$ cat src/rtl/baud_pkg.sv
package baud_pkg;

  typedef enum logic [1:0] {
    MODE_X16    = 2'd0,
    MODE_XB     = 2'd1,
    MODE_DIRECT = 2'd2
  } baud_mode_e;

  // control -> datapath
  typedef struct packed {
    logic clear;   // hold phase at zero
    logic count;   // advance counters
    logic load;    // take new divisor settings
  } baud_ctrl_t;

  // datapath -> control
  typedef struct packed {
    logic preLast; // prescaler at terminal count
    logic ovsLast; // oversample counter at terminal count
  } baud_stat_t;

endpackage

$ cat src/rtl/baud_ctrl.sv
module baud_ctrl
  import baud_pkg::*;
#(
  parameter int AW       = 16,
  parameter int BW       = 4,
  parameter int FIX_OVS  = 16,
  parameter int MIN_B    = 8,
  parameter int MIN_A    = 3,
  localparam int PW      = AW + 1,
  localparam int MW      = BW + 1
) (
  input  logic          clk,
  input  logic          rstN,
  input  logic          run,
  input  logic [AW-1:0] divA,
  input  logic [BW-1:0] divB,
  input  logic          xEnable,
  input  logic          xOne,
  input  baud_stat_t    stat,
  output baud_ctrl_t    ctrl,
  output logic [PW-1:0] nextP,
  output logic [MW-1:0] nextM,
  output logic          cfgError
);

  baud_mode_e    mode;
  logic          aLow;
  logic          bLow;
  logic [AW-1:0] aEff;
  logic [BW-1:0] bEff;

  always_comb begin
    if (!xEnable)  mode = MODE_X16;
    else if (xOne) mode = MODE_DIRECT;
    else           mode = MODE_XB;
  end

  assign aLow = (divA < AW'(MIN_A));
  assign bLow = (divB < BW'(MIN_B));

  always_comb begin
    aEff     = divA;
    bEff     = divB;
    cfgError = 1'b0;
    unique case (mode)
      MODE_XB: begin
        cfgError = bLow;
        if (bLow) bEff = BW'(MIN_B);
      end
      MODE_DIRECT: begin
        cfgError = aLow;
        if (aLow) aEff = AW'(MIN_A);
      end
      default: ;
    endcase
  end

  always_comb begin
    nextP = PW'(aEff) + PW'(2);
    unique case (mode)
      MODE_X16:    nextM = MW'(FIX_OVS);
      MODE_XB:     nextM = MW'(bEff) + MW'(1);
      MODE_DIRECT: nextM = MW'(1);
      default:     nextM = MW'(FIX_OVS);
    endcase
  end

  always_comb begin
    ctrl.clear = !run;
    ctrl.count = run;
    ctrl.load  = !run || (stat.preLast && stat.ovsLast);
  end

  AST_CLAMP_XB: assert property (@(posedge clk) disable iff (!rstN)
    (mode == MODE_XB) |-> (nextM >= MW'(MIN_B + 1))) else $error("AST_CLAMP_XB");
  AST_CLAMP_DIRECT: assert property (@(posedge clk) disable iff (!rstN)
    (mode == MODE_DIRECT) |-> (nextP >= PW'(MIN_A + 2) && nextM == MW'(1))) else $error("AST_CLAMP_DIRECT");

endmodule

$ cat src/rtl/baud_dp.sv
module baud_dp
  import baud_pkg::*;
#(
  parameter int AW  = 16,
  parameter int BW  = 4,
  localparam int PW = AW + 1,
  localparam int MW = BW + 1
) (
  input  logic          clk,
  input  logic          rstN,
  input  baud_ctrl_t    ctrl,
  input  logic [PW-1:0] nextP,
  input  logic [MW-1:0] nextM,
  output baud_stat_t    stat,
  output logic          sampleTick,
  output logic          bitTick
);

  logic [PW-1:0] actP;
  logic [MW-1:0] actM;
  logic [PW-1:0] pre;
  logic [MW-1:0] ovs;

  assign stat.preLast = (pre == actP - PW'(1));
  assign stat.ovsLast = (ovs == actM - MW'(1));

  always_ff @(posedge clk or negedge rstN) begin
    if (!rstN) begin
      actP <= PW'(2);
      actM <= MW'(1);
    end else if (ctrl.load) begin
      actP <= nextP;
      actM <= nextM;
    end
  end

  always_ff @(posedge clk or negedge rstN) begin
    if (!rstN) begin
      pre        <= '0;
      ovs        <= '0;
      sampleTick <= 1'b0;
      bitTick    <= 1'b0;
    end else if (ctrl.clear) begin
      pre        <= '0;
      ovs        <= '0;
      sampleTick <= 1'b0;
      bitTick    <= 1'b0;
    end else if (ctrl.count) begin
      sampleTick <= stat.preLast;
      bitTick    <= stat.preLast && stat.ovsLast;
      if (stat.preLast) begin
        pre <= '0;
        ovs <= stat.ovsLast ? '0 : ovs + MW'(1);
      end else begin
        pre <= pre + PW'(1);
      end
    end
  end

  AST_NO_OVERFLOW: assert property (@(posedge clk) disable iff (!rstN)
    (pre < actP) && (ovs < actM)) else $error("AST_NO_OVERFLOW");
  AST_SAMPLE_PULSE: assert property (@(posedge clk) disable iff (!rstN)
    sampleTick |=> !sampleTick) else $error("AST_SAMPLE_PULSE");
  AST_BIT_WITH_SAMPLE: assert property (@(posedge clk) disable iff (!rstN)
    bitTick |-> sampleTick) else $error("AST_BIT_WITH_SAMPLE");
  AST_DIRECT_SAME: assert property (@(posedge clk) disable iff (!rstN)
    (actM == MW'(1)) |-> (bitTick == sampleTick)) else $error("AST_DIRECT_SAME");
  AST_HOLD_CFG: assert property (@(posedge clk) disable iff (!rstN)
    (ctrl.count && !(stat.preLast && stat.ovsLast)) |=> ($stable(actP) && $stable(actM))) else $error("AST_HOLD_CFG");
  AST_IDLE_QUIET: assert property (@(posedge clk) disable iff (!rstN)
    ctrl.clear |=> (!sampleTick && !bitTick)) else $error("AST_IDLE_QUIET");

endmodule

$ cat src/rtl/baud_tick_gen.sv
module baud_tick_gen
  import baud_pkg::*;
#(
  parameter int AW      = 16,
  parameter int BW      = 4,
  parameter int FIX_OVS = 16,
  parameter int MIN_B   = 8,
  parameter int MIN_A   = 3,
  localparam int PW     = AW + 1,
  localparam int MW     = BW + 1
) (
  input  logic          clk,
  input  logic          rstN,
  input  logic          run,
  input  logic [AW-1:0] divA,
  input  logic [BW-1:0] divB,
  input  logic          xEnable,
  input  logic          xOne,
  output logic          sampleTick,
  output logic          bitTick,
  output logic          cfgError
);

  baud_ctrl_t    ctrl;
  baud_stat_t    stat;
  logic [PW-1:0] nextP;
  logic [MW-1:0] nextM;

  baud_ctrl #(
    .AW(AW), .BW(BW), .FIX_OVS(FIX_OVS), .MIN_B(MIN_B), .MIN_A(MIN_A)
  ) u_ctrl (
    .clk(clk), .rstN(rstN), .run(run), .divA(divA), .divB(divB),
    .xEnable(xEnable), .xOne(xOne), .stat(stat), .ctrl(ctrl),
    .nextP(nextP), .nextM(nextM), .cfgError(cfgError)
  );

  baud_dp #(
    .AW(AW), .BW(BW)
  ) u_dp (
    .clk(clk), .rstN(rstN), .ctrl(ctrl), .nextP(nextP), .nextM(nextM),
    .stat(stat), .sampleTick(sampleTick), .bitTick(bitTick)
  );

endmodule

$ cat config.mk
export PLATFORM = sky130hd
export DESIGN_NAME = baud_tick_gen
export DESIGN_NICKNAME = d
export VERILOG_FILES = /design/src/rtl/baud_pkg.sv /design/src/rtl/baud_ctrl.sv /design/src/rtl/baud_dp.sv /design/src/rtl/baud_tick_gen.sv
export SDC_FILE = /design/constraint.sdc
export NUM_CORES = 1
export LEC_CHECK = 0
export ABC_AREA = 0
export BUFFER_PORTS_ARGS = -buffer_cell sky130_fd_sc_hd__buf_2
export CORE_MARGIN = 5
export CORE_UTILIZATION = 40
export DETAILED_ROUTE_END_ITERATION = 10
export SKIP_LAST_GASP = 1
export SYNTH_ARGS = -nofsm -noshare
export SYNTH_HDL_FRONTEND = slang
export SYNTH_SLANG_ARGS = --single-unit
$ cat constraint.sdc
create_clock -name clk -period 2.8 [get_ports clk]
set_clock_uncertainty 0.1 [all_clocks]
set_input_delay 0.14 -clock clk [delete_from_list [all_inputs] [get_ports clk]]
set_output_delay 0.14 -clock clk [all_outputs]
set_load 0.01 [all_outputs]
==> impl_metrics.env <==
export IMPL_critical_path_max_stage_delay_ns=0.37
export IMPL_ios=28
export IMPL_grt_max_degree=47
export IMPL_outcome="completed"
export IMPL_worst_pin_slew_ns=1.018
export IMPL_rrSetupSlack_ns=0.04
export IMPL_post_route_cell_area_sq_um=3891
export IMPL_critPathMaxFanout=6
export IMPL_diodes=0
export IMPL_drt_first_pass_iters=4
export IMPL_die_area_sq_um=9702
export IMPL_rows=32
export IMPL_drtIter0Drc=198
export IMPL_grt_setup_unrepaired="true"
export IMPL_ys_seq_area_frac=0.3682
export IMPL_ys_types=51
export IMPL_track_usage=0.1580
export IMPL_fin_tns_setup_ns=0
export IMPL_min_period_over_period=0.9846
export IMPL_syn2layout_area_growth_pct=24.20
export IMPL_worstPathRequired_ns=2.89
export IMPL_tritoncts="yes"
export IMPL_drt_wl_total_microns=7612
export IMPL_crit_path_end="u_dp.actM[3]$_DFFE_PN0P_"
export IMPL_path_buf_inv=2
export IMPL_maxCapViolations=0
export IMPL_fp_dieW_microns=98.50
export IMPL_synth_area_sq_um=3133
export IMPL_yosys_warnings=0
export IMPL_crit_type="reg -> reg"
export IMPL_hp_class="in -> reg"
export IMPL_cts_made_buffers=5
export IMPL_crit_arrival_ns=2.85
export IMPL_core_area_sq_um=7687
export IMPL_synthFlopType="dfrtp_1"
export IMPL_ctsLongestPathBuffers=2
export IMPL_crit_start="u_dp.actP[1]$_DFFE_PN1P_"
export IMPL_max_slew_margin=0.3212
export IMPL_dp_hpwl_microns=5390
export IMPL_hold_viol=0
export IMPL_clk_latency_ns=0.30
export IMPL_antenna_left=0
export IMPL_fmax_ghz=0.3627
export IMPL_setup_viol=0
export IMPL_antenna_found_initial=0
export IMPL_ys_ff_latch=46
export IMPL_port_buffers=27
export IMPL_r2r_cells=9
export IMPL_synth_edf_count=0
export IMPL_drive_above_1_share=0.2701
export IMPL_path_clk_slew_ns=0.09
export IMPL_nNetsFinal=415
export IMPL_synth_nets=368
export IMPL_gr_total_overflow=0
export IMPL_first_global_vias=2613
export IMPL_path_depth=9
export IMPL_die_y_microns=98.50
export IMPL_netlist_instances=337
export IMPL_synthArstFlopShare=1.000
export IMPL_post_route_drc_count=0
export IMPL_dpl_cell_area_sq_um=3462
export IMPL_r2r_start="u_dp.actP[1]$_DFFE_PN1P_"
export IMPL_cpMaxStageDelayCell="dfstp_2"
export IMPL_vdd_drop_max_mv=0.1969
export IMPL_synth_avg_cell_area_sq_um=9.297
export IMPL_period_needed_ns=2.757
export IMPL_start_kind="flop"
export IMPL_worstReg2RegEnd="u_dp.actM[3]$_DFFE_PN0P_"
export IMPL_power_leakage_nw=1.695
export IMPL_powerDensity_nw_per_um2=424.7
export IMPL_wl_per_cell_microns=15.63
export IMPL_initial_core_util=0.4076
export IMPL_grt_pass1_wl_microns=12610
export IMPL_holdCritStartpoint="divA[1]"
export IMPL_crit_family="simple AND/OR/NAND/NOR gates"
export IMPL_place_gp_congestion=0.8991
export IMPL_crit_chain="buf_4 > nor3_4 > xnor2_1 > o2111ai_2 > nor4_4 > nand4_4 > o21ai_4 > clkbuf_16 > mux2_1"
export IMPL_cts_htree_levels=2
export IMPL_endpoint_kind="flop"
export IMPL_maxSlewViolCount=0
export IMPL_vias=2629
export IMPL_vias_per_cell=5.398
export IMPL_clock_sinks=46
export IMPL_root_buffer="clkbuf_8"
-- tightest hold or removal path, stage by stage --
cell     delay, ns
buf_2         0.11
or2_2         0.12
mux2i_1       0.06
-- synth_stat cells, drive strengths merged (5+ instances only) --
master	instances	share of area
nand3	23	0.037
nand4	13	0.028
xor2	25	0.070
a21oi	5	0.0080
dfrtp	44	0.35
clkbuf	8	0.0096
ha	6	0.024
nor2	38	0.046
nand2	16	0.019
nand2b	7	0.014
xnor2	30	0.084
buf	6	0.013
inv	14	0.017
mux2	16	0.058
and3	8	0.016
nor4	11	0.024
mux2i	9	0.029
o21ai	9	0.020
nor3	7	0.013
-- through the flow --
stage,hold slack [ns],utilization,setup WS [ns],power [mW],std cells
2_1_floorplan,-0.2556,-,0.1016,0.9644,337
3_3_place_gp,0.2649,0.4504,0.03779,1.076,467
3_5_place_dp,0.2777,0.4504,-0.01241,1.083,467
4_1_cts,0.02933,0.4683,0.02514,1.578,477
5_1_grt,0.04480,0.5062,-0.05864,1.750,487
6_report,0.03869,0.5062,0.04315,1.652,487
-- sequential cells by signal (all words and copies together) (netlist names) --
| name | flops |
|---|---|
| u_dp.actM | 5 |
| u_dp.actP | 17 |
| u_dp.bitTick | 1 |
| u_dp.ovs | 5 |
| u_dp.pre | 17 |
| u_dp.sampleTick | 1 |
-- how the worst min path moves through the flow --
| stage | endpoint | cells after the start |
|---|---|---|
| 2_1_floorplan | u_dp.actM[1]$_DFFE_PN0P_ | 0 |
| 3_3_place_gp | u_dp.actP[5]$_DFFE_PN0P_ | 1 |
| 3_5_place_dp | u_dp.actP[6]$_DFFE_PN0P_ | 1 |
| 4_1_cts | u_dp.actP[1]$_DFFE_PN1P_ | 3 |
| 5_1_grt | u_dp.actP[1]$_DFFE_PN1P_ | 3 |
| 6_report | u_dp.actP[1]$_DFFE_PN1P_ | 3 |
-- kinds of logic after synthesis --
family	share of synthesized area
fa+ha+maj	0.02396
simple gates	0.2488
xor+xnor	0.1538
mux	0.08626
flops	0.3682
buf+inv	0.03953
compound gates	0.07948
-- final cells by class --
type | instances | area [sq um]
fillers | 716 | 3796
multi-input cells | 263 | 2037
flip-flops and latches | 46 | 1161
repair buffers | 54 | 404.1
well taps | 102 | 127.6
clock buffers | 5 | 68.82
inverters | 14 | 52.55
clock inverters | 3 | 40.04
-- layer usage --
metal / GRT usage / routed length (microns) / up-vias
li1: - / - / 1293
met1: 0.2117 / 3443 / 1275
met2: 0.2621 / 3816 / 56
met3: 0.02265 / 258 / 5
met4: 0.05357 / 94 / 0
met5: 0 / 0 / -
-- what timing repair did --
action | in CTS | in global routing
endpoints found under the hold margin | 45 | 0
endpoints found under the setup margin | 19 | 40
hold buffers | 2 | 0
pin swaps | 0 | 11
gates cloned | 0 | 4
setup buffers | 0 | 6
resized for setup | 2 | 42
-- power by group --
part | internal (mW) | switching, mW | leakage (nW)
Clock | 0.263 | 0.225 | 0.0579
Combinational | 0.192 | 0.207 | 1.05
Sequential | 0.704 | 0.0620 | 0.588
-- placed cells by master (no fill, tap or decap), types with 3 or more instances in the layout --
cell and count:
dfrtp_1 38, nor2_1 37, xnor2_1 29, buf_2 28, xor2_1 24, nand3_1 22
buf_4 19, nand2_1 16, inv_1 13, nand4_1 12, nor4_1 9, mux2i_1 9
mux2_1 9, nand2b_1 7, and3_1 7, mux2_4 7, nor3_1 6, dfrtp_2 6
a21oi_1 5, ha_1 5, clkbuf_8 5, a31oi_1 4, o21ai_2 4, or4_1 3
or2_2 3, o21ai_0 3, a32o_1 3
Power figures use the tool's default switching activity.
